**config.mk**
```make
export PLATFORM = sky130hd
export DESIGN_NAME = sdram_powerup_seq
export DESIGN_NICKNAME = d
export VERILOG_FILES = /design/src/rtl/sdi_pkg.sv /design/src/rtl/sdi_gap_timer.sv /design/src/rtl/sdi_mode_builder.sv /design/src/rtl/sdi_pin_drive.sv /design/src/rtl/sdram_powerup_seq.sv
export SDC_FILE = /design/constraint.sdc
export NUM_CORES = 1
export LEC_CHECK = 0
export ABC_AREA = 1
export BUFFER_PORTS_ARGS = -buffer_cell sky130_fd_sc_hd__buf_4
export CORE_UTILIZATION = 59
export CTS_CLUSTER_DIAMETER = 30
export DETAILED_ROUTE_END_ITERATION = 12
export MAX_ROUTING_LAYER = met4
export PLACE_DENSITY_LB_ADDON = 0.12
export SETUP_SLACK_MARGIN = 0.3
export SLEW_MARGIN = 20
export SYNTH_ARGS = -nofsm -noshare
export SYNTH_HDL_FRONTEND = slang
export SYNTH_SLANG_ARGS = --single-unit
```
**constraint.sdc**
```tcl
create_clock -name clk -period 2.2 [get_ports clk]
set_input_delay 0.11 -clock clk [delete_from_list [all_inputs] [get_ports clk]]
set_output_delay 0.11 -clock clk [all_outputs]
set_load 0.02 [all_outputs]
```
**src/rtl/sdi_pkg.sv**
```systemverilog
package sdi_pkg;

  typedef enum logic [3:0] {
    CMD_LMR = 4'b0000,
    CMD_REF = 4'b0001,
    CMD_PRE = 4'b0010,
    CMD_NOP = 4'b0111
  } sd_cmd_e;

  typedef enum logic [3:0] {
    ST_WAIT, ST_PRE, ST_TRP, ST_REF1, ST_TRFC1,
    ST_REF2, ST_TRFC2, ST_LMR, ST_TMRD, ST_DONE
  } seq_state_e;

  // Rounded-up cycle count for a time in ns, never below floor_cyc.
  function automatic int unsigned ns_to_cycles(int unsigned ns, int unsigned period_ps,
                                               int unsigned floor_cyc);
    int unsigned c;
    c = (ns * 1000 + period_ps - 1) / period_ps;
    return (c < floor_cyc) ? floor_cyc : c;
  endfunction

  // Burst length field; any unlisted size means full page.
  function automatic logic [2:0] burst_code(int unsigned words);
    case (words)
      1:       return 3'd0;
      2:       return 3'd1;
      4:       return 3'd2;
      8:       return 3'd3;
      default: return 3'd7;
    endcase
  endfunction

  function automatic logic [12:0] pack_mode(int unsigned words, int unsigned interleave,
                                            int unsigned cas, int unsigned wr_single);
    logic [12:0] w;
    logic [2:0]  bl;
    bl      = burst_code(words);
    w       = '0;
    w[2:0]  = bl;
    w[3]    = (interleave != 0) && (bl != 3'd7);
    w[6:4]  = cas[2:0];
    w[9]    = (wr_single != 0);
    return w;
  endfunction

  function automatic sd_cmd_e cmd_of_state(seq_state_e s);
    case (s)
      ST_PRE:           return CMD_PRE;
      ST_REF1, ST_REF2: return CMD_REF;
      ST_LMR:           return CMD_LMR;
      default:          return CMD_NOP;
    endcase
  endfunction

endpackage

```
**src/rtl/sdi_gap_timer.sv**
```systemverilog
module sdi_gap_timer #(
  parameter int CNT_W     = 16,
  parameter int RESET_VAL = 0
) (
  input  logic             clk,
  input  logic             rst_n,
  input  logic             load,
  input  logic [CNT_W-1:0] load_val,
  output logic             expired
);
  logic [CNT_W-1:0] cnt_q;

  always_ff @(posedge clk or negedge rst_n) begin
    if (!rst_n)              cnt_q <= CNT_W'(RESET_VAL);
    else if (load)           cnt_q <= load_val;
    else if (cnt_q != '0)    cnt_q <= cnt_q - 1'b1;
  end

  assign expired = (cnt_q == '0);
endmodule

```
**src/rtl/sdi_mode_builder.sv**
```systemverilog
module sdi_mode_builder #(
  parameter int BURST_WORDS      = 4,
  parameter int BURST_INTERLEAVE = 0,
  parameter int CAS_LATENCY      = 2,
  parameter int WRITE_SINGLE     = 0
) (
  output logic [12:0] mode_word
);
  assign mode_word = sdi_pkg::pack_mode(BURST_WORDS, BURST_INTERLEAVE,
                                        CAS_LATENCY, WRITE_SINGLE);
endmodule

```
**src/rtl/sdi_pin_drive.sv**
```systemverilog
module sdi_pin_drive #(
  parameter int ADDR_W = 13,
  parameter int BANK_W = 2
) (
  input  sdi_pkg::seq_state_e state,
  input  logic [12:0]         mode_word,
  output logic                cs_n,
  output logic                ras_n,
  output logic                cas_n,
  output logic                we_n,
  output logic [ADDR_W-1:0]   addr,
  output logic [BANK_W-1:0]   ba
);
  import sdi_pkg::*;
  sd_cmd_e cmd;

  assign cmd = cmd_of_state(state);
  assign {cs_n, ras_n, cas_n, we_n} = cmd;
  assign ba = '0;

  always_comb begin
    addr = '0;
    if (state == ST_PRE)      addr[10] = 1'b1;
    else if (state == ST_LMR) addr = ADDR_W'(mode_word);
  end
endmodule

```
**src/rtl/sdram_powerup_seq.sv**
```systemverilog
module sdram_powerup_seq #(
  parameter int CLK_PERIOD_PS    = 8000,
  parameter int POWERUP_WAIT_NS  = 100000,
  parameter int T_RP_NS          = 20,
  parameter int T_RFC_NS         = 70,
  parameter int T_MRD_CYC        = 2,
  parameter int ADDR_W           = 13,
  parameter int BANK_W           = 2,
  parameter int BURST_WORDS      = 4,
  parameter int BURST_INTERLEAVE = 0,
  parameter int CAS_LATENCY      = 2,
  parameter int WRITE_SINGLE     = 0
) (
  input  logic              clk,
  input  logic              rst_n,
  output logic              sd_cs_n,
  output logic              sd_ras_n,
  output logic              sd_cas_n,
  output logic              sd_we_n,
  output logic [ADDR_W-1:0] sd_addr,
  output logic [BANK_W-1:0] sd_ba,
  output logic              init_done
);
  import sdi_pkg::*;

  localparam int WAIT_CYC = ns_to_cycles(POWERUP_WAIT_NS, CLK_PERIOD_PS, 1);
  localparam int TRP_CYC  = ns_to_cycles(T_RP_NS, CLK_PERIOD_PS, 2);
  localparam int TRFC_CYC = ns_to_cycles(T_RFC_NS, CLK_PERIOD_PS, 2);
  localparam int TMRD_CYC = (T_MRD_CYC < 2) ? 2 : T_MRD_CYC;
  localparam int CNT_W    = $clog2(WAIT_CYC + TRP_CYC + TRFC_CYC + TMRD_CYC + 1);
  localparam logic [CNT_W-1:0] TRP_LD  = CNT_W'(TRP_CYC - 2);
  localparam logic [CNT_W-1:0] TRFC_LD = CNT_W'(TRFC_CYC - 2);
  localparam logic [CNT_W-1:0] TMRD_LD = CNT_W'(TMRD_CYC - 2);

  seq_state_e       state_q, state_d;
  logic             tmr_load, tmr_expired;
  logic [CNT_W-1:0] tmr_val;
  logic [12:0]      mode_word;

  sdi_gap_timer #(.CNT_W(CNT_W), .RESET_VAL(WAIT_CYC - 1)) u_timer (
    .clk(clk), .rst_n(rst_n), .load(tmr_load), .load_val(tmr_val), .expired(tmr_expired)
  );

  sdi_mode_builder #(
    .BURST_WORDS(BURST_WORDS), .BURST_INTERLEAVE(BURST_INTERLEAVE),
    .CAS_LATENCY(CAS_LATENCY), .WRITE_SINGLE(WRITE_SINGLE)
  ) u_mode (.mode_word(mode_word));

  always_comb begin
    state_d  = state_q;
    tmr_load = 1'b0;
    tmr_val  = '0;
    case (state_q)
      ST_WAIT:  if (tmr_expired) state_d = ST_PRE;
      ST_PRE:   begin state_d = ST_TRP;   tmr_load = 1'b1; tmr_val = TRP_LD;  end
      ST_TRP:   if (tmr_expired) state_d = ST_REF1;
      ST_REF1:  begin state_d = ST_TRFC1; tmr_load = 1'b1; tmr_val = TRFC_LD; end
      ST_TRFC1: if (tmr_expired) state_d = ST_REF2;
      ST_REF2:  begin state_d = ST_TRFC2; tmr_load = 1'b1; tmr_val = TRFC_LD; end
      ST_TRFC2: if (tmr_expired) state_d = ST_LMR;
      ST_LMR:   begin state_d = ST_TMRD;  tmr_load = 1'b1; tmr_val = TMRD_LD; end
      ST_TMRD:  if (tmr_expired) state_d = ST_DONE;
      ST_DONE:  state_d = ST_DONE;
      default:  state_d = ST_WAIT;
    endcase
  end

  always_ff @(posedge clk or negedge rst_n) begin
    if (!rst_n) state_q <= ST_WAIT;
    else        state_q <= state_d;
  end

  sdi_pin_drive #(.ADDR_W(ADDR_W), .BANK_W(BANK_W)) u_pins (
    .state(state_q), .mode_word(mode_word),
    .cs_n(sd_cs_n), .ras_n(sd_ras_n), .cas_n(sd_cas_n), .we_n(sd_we_n),
    .addr(sd_addr), .ba(sd_ba)
  );

  assign init_done = (state_q == ST_DONE);

  // Pin-level observation points for the assertions.
  logic [3:0]       pin_cmd;
  logic             pin_issue;
  logic [CNT_W-1:0] nop_seen;
  logic [1:0]       ref_seen;

  assign pin_cmd   = {sd_cs_n, sd_ras_n, sd_cas_n, sd_we_n};
  assign pin_issue = (pin_cmd != CMD_NOP);

  always_ff @(posedge clk or negedge rst_n) begin
    if (!rst_n) begin
      nop_seen <= '0;
      ref_seen <= '0;
    end else begin
      if (!pin_issue && nop_seen != CNT_W'(WAIT_CYC)) nop_seen <= nop_seen + 1'b1;
      if (pin_cmd == CMD_REF && ref_seen != 2'd3)     ref_seen <= ref_seen + 1'b1;
    end
  end

  assert_wait_nops_R2: assert property (@(posedge clk) disable iff (!rst_n)
    (pin_cmd == CMD_PRE) |-> (nop_seen == CNT_W'(WAIT_CYC)));
  assert_pre_allbanks_R3: assert property (@(posedge clk) disable iff (!rst_n)
    (pin_cmd == CMD_PRE) |-> (sd_addr[10] && sd_ba == '0));
  assert_ref_limit_R4: assert property (@(posedge clk) disable iff (!rst_n)
    (pin_cmd == CMD_REF) |-> (ref_seen < 2'd2));
  assert_lmr_after_two_R4: assert property (@(posedge clk) disable iff (!rst_n)
    (pin_cmd == CMD_LMR) |-> (ref_seen == 2'd2));
  assert_mode_zero_bits_R6: assert property (@(posedge clk) disable iff (!rst_n)
    (pin_cmd == CMD_LMR) |-> (sd_addr[8:7] == 2'b00 && sd_addr[12:10] == 3'b000 && sd_ba == '0));
  assert_gap_nop_R8: assert property (@(posedge clk) disable iff (!rst_n)
    pin_issue |=> !pin_issue);
  assert_done_sticky_R9: assert property (@(posedge clk) disable iff (!rst_n)
    init_done |=> init_done);
  assert_done_quiet_R9: assert property (@(posedge clk) disable iff (!rst_n)
    init_done |-> (!pin_issue && sd_addr == '0));
endmodule

```
# == Yosys cells after proc, flatten, opt, wreduce, memory -nomap -nowiden ==
# Index checks and enable logic that the tools add are counted.
# Widths: inputs -> output; s select.
# classes
add_sub_neg,1
eq_ne,14
mux,14
reduce_logical,7
# op_table
cell,n
$pmux 4 s10,1
$mux 14,2
$mux 4,5
$eq 4x3->1 const B,4
$logic_not 14->1,1
$reduce_bool 14->1,1
$sub 14x1->14 const B,1
$mux 6,2
$ne 2x2->1 const B,5
$pmux 3 s3,1
$eq 4x2->1 const B,2
$eq 4x4->1 const B,2
$pmux 3 s2,1
$reduce_and 5->1,1
$eq 4x1->1 const B,1
$logic_not 4->1,1
$reduce_or 4->1,1
$mux 1,2
$reduce_bool 2->1,1
$reduce_or 2->1,1
# word_totals
register_bits,18
output_inout_bits,20
word_cells,38

# == Logic depth before layout (Yosys ltp) ==
# Gate-level depths: netlist of the first run.
# logic_depth
ltp_word,4
mapped_depth,8
ltp_nobuf,8

# == By module ==
# A second synthesis of the first run with hierarchy kept.
# unflattened
cells_unflattened,242
hier_area_um2,1595.3
# by_module_without_submodules
mod,instances,cells_per_inst,area_each_um2,seq_area_each_um2
sdi_gap_timer,1,144,1017.2,359.1
sdi_pin_drive,1,49,254.0,0.0
sdram_powerup_seq,1,34,219.0,100.1
sdi_mode_builder,1,15,105.1,0.0

# == Worst setup path before layout of the first run ==
# Ideal clock, no wire load.
# synth_path
path_type,reg-to-reg
from,register u_timer.cnt_q[0]
to,register u_timer.cnt_q[2]
setup_time_ns,0.063
t_arrival_ns,1.336
required_time_ns,2.137
setup_slack_ns,0.800
path_stages_with_launch,7
cell_sequence,dfstp_2 inv_1 ha_1 or2_2 a21oi_1 o21ai_0 inv_1
# synth_via
elab_chain_len,3
elab_cells_between_ends,5
cone_classes,add/sub (1); mux (2); reduce/logical (2)
# synth_lines
element,line,rtl
"start, declared",sdi_gap_timer.sv:11,logic [CNT_W-1:0] cnt_q;
"start signal, assigned",sdi_gap_timer.sv:14,if (!rst_n) cnt_q <= CNT_W'(RESET_VAL);
"start signal, assigned",sdi_gap_timer.sv:15,else if (load) cnt_q <= load_val;
"start signal, assigned",sdi_gap_timer.sv:16,else if (cnt_q != '0) cnt_q <= cnt_q - 1'b1;
$sub 14x1->14,sdi_gap_timer.sv:16,
$mux 14,sdi_gap_timer.sv:16,
$mux 14,sdi_gap_timer.sv:15,
# Parallel ways exist; a longest one is shown, timed or not. The select of a mux whose other input is x is not followed.
# A chain may end at the register's enable or synchronous reset.

# == Final worst setup path of the first run ==
# layout_path
from,register state_q[0]
to,output port sd_we_n
# layout_via
elab_chain_len,3
elab_cells_between_ends,6
cone_classes,eq/ne (4); mux (1); reduce/logical (1)
# layout_lines
element,line,rtl
"start, declared",sdram_powerup_seq.sv:35,"seq_state_e state_q, state_d;"
"start signal, assigned",sdram_powerup_seq.sv:70,else state_q <= state_d;
$eq 4x2->1 or $eq 4x3->1 (tied branches),sdi_pkg.sv:48,case (s)
$reduce_or 2->1 (no line),n/a,
$pmux 3 s3 *,sdi_pkg.sv:48,
"end, declared",sdram_powerup_seq.sv:19,"output logic sd_we_n,"
# Every way passes the cells marked *; elsewhere a longest branch is shown, timed or not.

==> results.json, run 1 <==
{
  "outcome": "complete, no violations",
  "hold-worst-slack_ns": 0.2152,
  "pin_count": 22,
  "grt_pass1_wl_mm": 3.615,
  "coreArea_mm2": 0.001962,
  "clk_root_buffer_cell": "clkbuf_4",
  "cts_htree_levels": 1,
  "nNetsFinal": 191,
  "clkTransAtPathRegs_ns": 0.11,
  "yosysWarningCount": 0,
  "cts_buffer_depth": 2,
  "cp_cell_sequence": "inv_1 > nor2_4 > inv_2 > nor2_1 > nor2_1 > buf_4",
  "grt_usage": 0.2348,
  "final_cells": 214,
  "ys_ff_latch": 18,
  "p_leak_nw": 0.7973,
  "final_area_mm2": 0.001315,
  "yosysSeqAreaShare": 0.3696,
  "gp_congestion": 0.8935,
  "post-place-ws_ns": 0.7095,
  "power.density_mw_per_mm2": 431.9,
  "cap_viol_max_count": 0,
  "clock_sinks": 18,
  "die_x_um": 47.89,
  "layout-drive-gt1-share": 0.1925,
  "skew_ns": 0.002667,
  "setup_ws_ns": 0.5423,
  "vias_per_cell": 4.991,
  "start_util": 0.6333,
  "most-common-layout-cells": "nand2_1, nor2_1, inv_1",
  "clock_latency_ns": 0.30,
  "nFillCells": 181,
  "power_switching_mw": 0.1333,
  "cp.arrival_ns": 1.55,
  "final_common_cell": "nand2_1",
  "synthDistinctLibCells": 23,
  "end_kind": "output port",
  "setup_tns_ns": 0,
  "grt_start_max_net_pins": 19,
  "syn_area_per_cell_um2": 7.019,
  "yosysTopAreaCell": "dfrtp_1",
  "fmax_mhz": 603.2,
  "hold_path.class": "primary input to async pin",
  "critical_path_required_ns": 2.09,
  "pwr-share-clk": 0.366,
  "crit_type": "flop to output port",
  "diodes": 0,
  "dp_hpwl_mm": 1.808,
  "grt_antenna_before_repair": 0,
  "synth_area_leaders": "dfrtp_1, dfstp_2, nand2_1",
  "synth_cells": 177,
  "io_buffers": 8,
  "cpMostUsedCell": "nor2_1",
  "fp.dieArea_mm2": 0.002293,
  "multi_input_area_um2": 613.1,
  "post-place-cells": 209,
  "swShare": 0.2346,
  "grt-busiest-layer": "met2",
  "crit_slowest_cell": "dfrtp_1",
  "critPathMaxFanout": 15,
  "cts_buffers": 3,
  "met3_usage": 0.03396,
  "setup_viol": 0,
  "ant_nets": 0,
  "use_met2": 0.4108,
  "syn2layout_area_growth_pct": 5.841,
  "die_h_um": 47.89,
  "ir_worst_vdd_mv": 0.2561,
  "grt_pass1_vias": 914,
  "overflow": 0,
  "hold_violations": 0,
  "routed_wl_mm": 2.342,
  "yosysTopAreaCellShare": 0.2216,
  "rows": 16,
  "place_area_mm2": 0.001269,
  "cp_top_family": "buffers and inverters",
  "power_mw": 0.5680,
  "grt.met1_usage": 0.2702,
  "p_int_mw": 0.4347,
  "drc_errors": 0,
  "p_comb_frac": 0.050,
  "crit_path_start_kind": "flop",
  "final_util": 0.6703,
  "drt-initial-drc-count": 30,
  "wl_per_cell_um": 10.94,
  "period_share": 0.7535,
  "drv_slew": 0,
  "dr.pass1.iters": 4,
  "rsz0062_at_grt": "no",
  "ff_latch_area_um2": 459.2,
  "syn_area_mm2": 0.001242,
  "vias": 1068,
  "final.min_clock_period_ns": 1.658,
  "pwr-share-seq": 0.584,
  "slowest_delay_ns": 0.42,
  "crit_buf_inv": 3,
  "cts_tree": "yes"
}
## path summary, 6_finish.rpt
| kind | startpoint | end | slack (ns) | depth (start not counted) |
|---|---|---|---|---|
| worst max-delay path | state_q[0] | sd_we_n | 0.54 | 6 |
| worst min-delay path | rst_n | u_timer.cnt_q[9] | 0.22 | 2 |
| worst max register to register | u_timer.cnt_q[0] | u_timer.cnt_q[5] | 0.70 | 7 |
| worst min register to register | u_timer.cnt_q[1] | u_timer.cnt_q[1] | 0.49 | 2 |
| max in group asynchronous | rst_n | u_timer.cnt_q[1] | 1.73 | 2 |
| min in group clk | u_timer.cnt_q[1] | u_timer.cnt_q[1] | 0.49 | 2 |
## state kept, by name (all words and copies together) (netlist names)
| name | count |
|---|---|
| state_q | 4 |
| u_timer.cnt_q | 14 |
## cell families after synthesis
group                      after synthesis  share of synthesized area
AOI/OAI and AO/OA                       14                    0.05841
xor gates and xnor gates                 1                   0.007051
adders and majority gates                1                    0.01007
buffers and inverters                   41                     0.1732
DFF                                     18                     0.3696
other                                    1                   0.003018
and+or+nand+nor                        101                     0.3786
## cell type report
type | count | area share
tap | 27 | 0.02569
timing repair buffer | 9 | 0.05328
multi-input combinational | 130 | 0.4662
sequential | 18 | 0.3492
clock buffer | 4 | 0.02759
inverter | 26 | 0.07802
## synth_stat cells (all sizes together)
cell and n:
xor2 1, nand3 15, o21ai 9, or2 1, a21oi 4, nand4 2
conb 1, o21bai 1, clkinv 1, nor2 39, nand2 44, inv 25
buf 15, ha 1, dfrtp 11, dfstp 7
## layer usage
metal,routed length [um],part of all wire,up-vias
met3,91,0.039,4
met5,0,0,-
met4,21,0.0090,0
li1,-,-,540
met2,1191,0.51,26
met1,1037,0.44,498
## what timing repair did
item	4_1_cts	5_1_grt
hold endpoints to repair	18	0
gates resized for setup	0	0
setup buffers	0	0
hold buffers	1	0
## power by group through the flow
stage / registers (mW) / logic [mW] / clock network (mW)
final: 0.331 / 0.0287 / 0.208
after global routing: 0.332 / 0.0335 / 0.230
after CTS: 0.331 / 0.0285 / 0.215
after detailed placement: 0.337 / 0.0270 / 0
after global placement: 0.337 / 0.0270 / 0
after floorplan: 0.337 / 0.0369 / 0
No activity file was read; power rests on OpenSTA's default activity.
==> inputs of run 2 (changes only) <==
CORE_UTILIZATION = 49   (was 59)
clock period = 1.5 ns   (was 2.2 ns; I/O delays follow)
==> run 2 against run 1 <==
Against the previous run:
- power increased by 47%
- setup slack lost 0.40 ns
- utilization is 6.0 points higher
- sequential share of layout area down 7.3 points
- sequential power is 47% higher
- first-iteration DRC count fell by 37%
- wire length is 24% higher
- critical endpoint unchanged
- largest cell class unchanged
==> results.json, run 2 (synthesis gave the netlist of run 1 again) <==
{
  "cts_htree_levels": 1,
  "setup_viol": 0,
  "ant_nets": 0,
  "power_mw": 0.8349,
  "timing.rr.end": "u_timer.cnt_q[2]",
  "power.density_mw_per_mm2": 497.6,
  "grt_pass1_vias": 1125,
  "cpMostUsedCell": "nor2_4",
  "post-place-cells": 211,
  "rsz0062_at_grt": "yes",
  "dp_hpwl_mm": 1.855,
  "vias": 1184,
  "grt_usage": 0.2480,
  "coreArea_mm2": 0.002297,
  "layout-drive-gt1-share": 0.4460,
  "critPathMaxFanout": 3,
  "skew_ns": 0.001261,
  "rows": 17,
  "final_cells": 241,
  "slowest_delay_ns": 0.46,
  "cap_viol_max_count": 0,
  "hold_violations": 0,
  "fmax_mhz": 738.3,
  "critical_path_required_ns": 1.42,
  "routed_wl_mm": 2.904,
  "fp.dieArea_mm2": 0.002741,
  "crit_path_start_kind": "flop",
  "cp_top_family": "flip-flops",
  "vias_per_cell": 4.913,
  "most-common-layout-cells": "nand2_1, buf_4, inv_1",
  "ir_worst_vdd_mv": 0.5128,
  "drv_slew": 0,
  "end_kind": "output port",
  "reg2reg_slack_ns": 0.17,
  "cts_buffers": 3,
  "drt-initial-drc-count": 19,
  "largest_reg_flops": 14,
  "drc_errors": 0,
  "clock_latency_ns": 0.30,
  "nNetsFinal": 217,
  "largest_register": "u_timer.cnt_q",
  "start_util": 0.5408,
  "syn2layout_area_growth_pct": 35.05,
  "final.min_clock_period_ns": 1.354,
  "clk_root_buffer_cell": "clkbuf_4",
  "r2r-start": "u_timer.cnt_q[0]",
  "crit_type": "flop to output port",
  "cp_cell_sequence": "nor2_4 > inv_2 > nor2_4 > nor2_1 > buf_4",
  "die_x_um": 52.36,
  "die_h_um": 52.36,
  "cts_buffer_depth": 2,
  "final_common_cell": "nand2_1",
  "crit_slowest_cell": "dfrtp_1",
  "grt_antenna_before_repair": 0,
  "grt_start_max_net_pins": 19,
  "clock_sinks": 18,
  "crit_buf_inv": 2,
  "cts_tree": "yes",
  "cp.arrival_ns": 1.28,
  "setup_tns_ns": 0,
  "overflow": 0,
  "io_buffers": 8,
  "hold_path.class": "primary input to async pin",
  "period_share": 0.9029,
  "reg.largest.list": "u_timer.cnt_q: 14 flops, state_q: 4 flops",
  "wl_per_cell_um": 12.05,
  "p_leak_nw": 0.9648,
  "reg2reg_depth": 6,
  "outcome": "complete, no violations",
  "grt_pass1_wl_mm": 4.816,
  "diodes": 0,
  "dr.pass1.iters": 4,
  "clkTransAtPathRegs_ns": 0.11,
  "pin_count": 22,
  "gp_congestion": 0.8773
}
==> run 2: cell count changes in the layout (fill, tap and decap cells not counted), moves of 4 or more <==
cell,before,now
inv_1,23,18
nand2_2,2,7
nand2_1,42,34
buf_4,8,27
nor2_4,4,12
buf_6,0,6
inv_2,2,6
nor2_1,30,17
nor2_2,5,10
==> run 2: worst reg2reg max path: cells and delay by family, from the launching register on <==
| family | cells | cell delay [ns] |
|---|---|---|
| flip-flops | 1 | 0.56 |
| buffers and inverters | 2 | 0.12 |
| adder cells (fa/ha/maj) | 1 | 0.17 |
| AO/OA/AOI/OAI | 2 | 0.19 |
| AND/OR/NAND/NOR | 1 | 0.22 |
==> run 2: final cells by class <==
type	count	area, um^2
multi-input combinational	130	747.0
fill	186	619.3
sequential	18	462.9
timing repair buffer	34	280.3
inverter	26	107.6
clock buffer	4	36.28
tap	28	35.03
timing repair inverter	1	8.758
==> run 2: where the power goes <==
| group | internal, mW | switching, mW | leakage, nW | total [mW] |
|---|---|---|---|---|
| Sequential | 0.486 | 0 | 0.210 | 0.486 |
| Combinational | 0.00348 | 0.0383 | 0.733 | 0.0418 |
| Clock | 0.148 | 0.159 | 0.0210 | 0.307 |
| Total | 0.638 | 0.197 | 0.965 | 0.835 |
==> run 2: worst max path at each step <==
stage | from | endpoint | depth (start not counted)
final | state_q[1] | sd_we_n | 5
after global routing | u_timer.cnt_q[1] | u_timer.cnt_q[9] | 7
after CTS | state_q[0] | sd_we_n | 6
after detailed placement | u_timer.cnt_q[0] | u_timer.cnt_q[2] | 6
after global placement | u_timer.cnt_q[0] | u_timer.cnt_q[2] | 6
after floorplan | u_timer.cnt_q[0] | u_timer.cnt_q[2] | 6
==> run 2: routing by layer <==
| metal | wire [um] | vias to the layer above | global-route usage |
|---|---|---|---|
| met5 | 0 | - | - |
| met4 | 53 | 0 | 0.1009 |
| met3 | 113 | 7 | 0.03768 |
| met2 | 1433 | 37 | 0.4198 |
| met1 | 1303 | 550 | 0.2924 |
| li1 | - | 590 | - |
==> run 2: through the flow <==
stage	util	area (um^2)	setup WS (ns)	hold slack [ns]
6_report	0.7304	1678	0.1456	0.1689
5_1_grt	0.7304	1678	0.08766	0.1910
4_1_cts	0.6732	1546	0.1539	0.1678
3_5_place_dp	0.5697	1309	0.1959	-0.04331
3_3_place_gp	0.5697	1309	0.2137	-0.04099
2_1_floorplan	-	1319	0.2435	-0.2206
==> run 2: what timing repair did <==
action | CTS | global route
setup buffers | 17 | 7
setup endpoints to repair | 22 | 22
hold buffers | 1 | 0
endpoints found under the hold margin | 18 | 0
gates resized for setup | 20 | 27
pin swaps | 12 | 7
cloned | 1 | 0
==> inputs of run 3 (changes only) <==
ABC_AREA = not set   (was 1)
CORE_UTILIZATION = 48   (was 49)
SKIP_CTS_REPAIR_TIMING = 1   (was not set)
TNS_END_PERCENT = 50   (was not set)
==> run 3 against run 2 <==
Against the previous run:
- the run now ends with setup timing left
- area after synthesis is 9.1% lower
- die area is 6.9% lower
- fmax is 25% lower
- wire length is 5.4% higher
==> results.json, run 3 <==
{
  "outcome": "finished with violations",
  "violations": "setup timing",
  "crit_type": "flop to flop",
  "synth_cells": 128,
  "dp_hpwl_mm": 1.840,
  "yosysWarningCount": 0,
  "p_comb_frac": 0.050,
  "rows": 17,
  "setup_viol": 14,
  "fp.dieArea_mm2": 0.002552,
  "pin_count": 22,
  "syn2layout_area_growth_pct": 52.27,
  "dr.pass1.iters": 4,
  "hold_path.class": "primary input to async pin",
  "reg2reg_depth": 4,
  "cp.arrival_ns": 2.05,
  "synth_edf_count": 0,
  "synthFlopType": "dfrtp_1",
  "syn_area_per_cell_um2": 8.827,
  "synth_area_leaders": "dfrtp_1, dfstp_2, buf_4",
  "hold_violations": 0,
  "routed_wl_mm": 3.062,
  "coreArea_mm2": 0.002212,
  "synth_top_family_by_area": "simple AND/OR/NAND/NOR gates",
  "cap_viol_max_count": 0,
  "ant_nets": 0,
  "reg2reg_slack_ns": -0.30,
  "synth_common_cells": "nor2_1, buf_4, dfrtp_1, nand2_1, a21oi_1",
  "grt_usage": 0.2289,
  "wl_per_cell_um": 15.16,
  "multi_input_area_um2": 755.7,
  "synthArstFlopShare": 1.000,
  "io_buffers": 8,
  "skew_ns": 0.007166,
  "largest_register": "u_timer.cnt_q",
  "grt_start_max_net_pins": 19,
  "grt_antenna_before_repair": 0,
  "yosys.area_share.adder": 0.01107,
  "cts_buffer_depth": 2,
  "most-common-layout-cells": "buf_4, conb_1, nor2_1",
  "ys_ff_latch": 18,
  "p_int_mw": 0.6378,
  "start_util": 0.5107,
  "ir_worst_vdd_mv": 0.4110,
  "drv_slew": 0,
  "post-place-cells": 184,
  "p_leak_nw": 0.8120,
  "reg.largest.list": "u_timer.cnt_q: 14 flops, state_q: 4 flops",
  "drc_errors": 0,
  "synth_xor_area_frac": 0.03876,
  "clock_sinks": 18,
  "pwr-share-clk": 0.374,
  "yosysMostFrequentCell": "nor2_1",
  "vias": 1063,
  "clk_root_buffer_cell": "clkbuf_4",
  "die_h_um": 50.52,
  "ff_latch_area_um2": 461.7,
  "clkTransAtPathRegs_ns": 0.11,
  "diodes": 0,
  "gp_congestion": 0.7781,
  "crit_path_start_kind": "flop",
  "vias_per_cell": 5.262,
  "period_share": 1.203,
  "muxShareOfSynthArea": 0,
  "fmax_mhz": 554.3,
  "grt_pass1_wl_mm": 4.257,
  "cts_tree": "yes",
  "final.min_clock_period_ns": 1.804,
  "end_kind": "flop",
  "synth_compound_area_frac": 0.1628,
  "nFillCells": 140,
  "r2r-start": "u_timer.cnt_q[8]",
  "final_util": 0.7777,
  "critPathMaxFanout": 5,
  "overflow": 0,
  "swShare": 0.2444,
  "post-place-ws_ns": -0.3245,
  "grt_pass1_vias": 979,
  "cts_buffers": 3,
  "power_mw": 0.8442,
  "yosysTopAreaCellShare": 0.2436,
  "final_common_cell": "buf_4",
  "drt-initial-drc-count": 32,
  "yosysSeqAreaShare": 0.4064,
  "synthDistinctLibCells": 36,
  "yosys.area_share.simple": 0.2514,
  "nNetsFinal": 178,
  "power_switching_mw": 0.2063,
  "yosysTopAreaCell": "dfrtp_1",
  "rsz0062_at_grt": "yes",
  "crit_start": "u_timer.cnt_q[8]",
  "largest_reg_flops": 14,
  "critical_path_required_ns": 1.75,
  "die_x_um": 50.52,
  "pwr-share-seq": 0.576,
  "power.density_mw_per_mm2": 490.7,
  "cts_htree_levels": 1,
  "setup_ws_ns": -0.3040,
  "layout-drive-gt1-share": 0.5460,
  "clock_latency_ns": 0.31,
  "syn_area_mm2": 0.001130,
  "final_cells": 202
}
[run 3: cell types whose count changed after synthesis, sizes merged, moves of 4 or more]
cell / change
a21oi: +5
a31oi: +4
clkbuf: +4
inv: -19
nand2: -33
nand3: -15
nor2: -23
nor3: +5
o21ai: -6
xnor2: +4
[run 3: kinds of logic after synthesis]
kind of cell             Yosys count
AND/OR/NAND/NOR                   52
AO/OA/AOI/OAI                     27
buffers and inverters             24
adder cells (fa/ha/maj)            1
XOR/XNOR                           5
flip-flops                        18
other                              1
[run 3: layout make-up]
type / count / area share
Timing Repair Buffer: 48 / 0.2349
Clock buffer: 4 / 0.02109
Inverter: 6 / 0.01600
Multi-Input combinational cell: 98 / 0.4393
Tap cell: 28 / 0.02036
Sequential cell: 18 / 0.2684
[run 3: worst paths after layout]
kind | end
setup / recovery | u_timer.cnt_q[9]
hold / removal | u_timer.cnt_q[3]
setup reg to reg | u_timer.cnt_q[9]
hold reg to reg | state_q[2]
max in group asynchronous | u_timer.cnt_q[12]
min in group clk | state_q[2]
[run 3: power groups by stage]
stage	clock (mW)	sequential, mW	combinational, mW
after floorplan	0	0.495	0.0542
after CTS	0.320	0.486	0.0398
after detailed placement	0	0.495	0.0398
after global routing	0.332	0.486	0.0465
after global placement	0	0.495	0.0396
final	0.316	0.486	0.0424
[run 3: metal layers]
layer,share of wire,vias up,routed length [um],track usage
met2,0.53,30,1613,0.3467
met3,0.028,4,86,0.02727
li1,-,519,-,-
met1,0.44,510,1341,0.3154
met5,0,-,0,-
met4,0.0069,0,21,0.08333
[run 3: worst max-delay path: stages, from the launching register on]
cell and delay (ns):
dfrtp_1 0.39, or4_4 0.54, or4_4 0.53, a31oi_1 0.17
a41o_1 0.11
[run 3: stage by stage]
step / hold slack [ns] / TNS (ns) / instance area, um^2
after detailed placement: -0.04201 / -2.341 / 1401
after global routing: 0.1932 / -3.441 / 1720
after floorplan: -0.2206 / -1.347 / 1255
after global placement: -0.04421 / -1.989 / 1401
final: 0.1622 / -2.428 / 1720
after CTS: -0.3801 / -2.915 / 1438
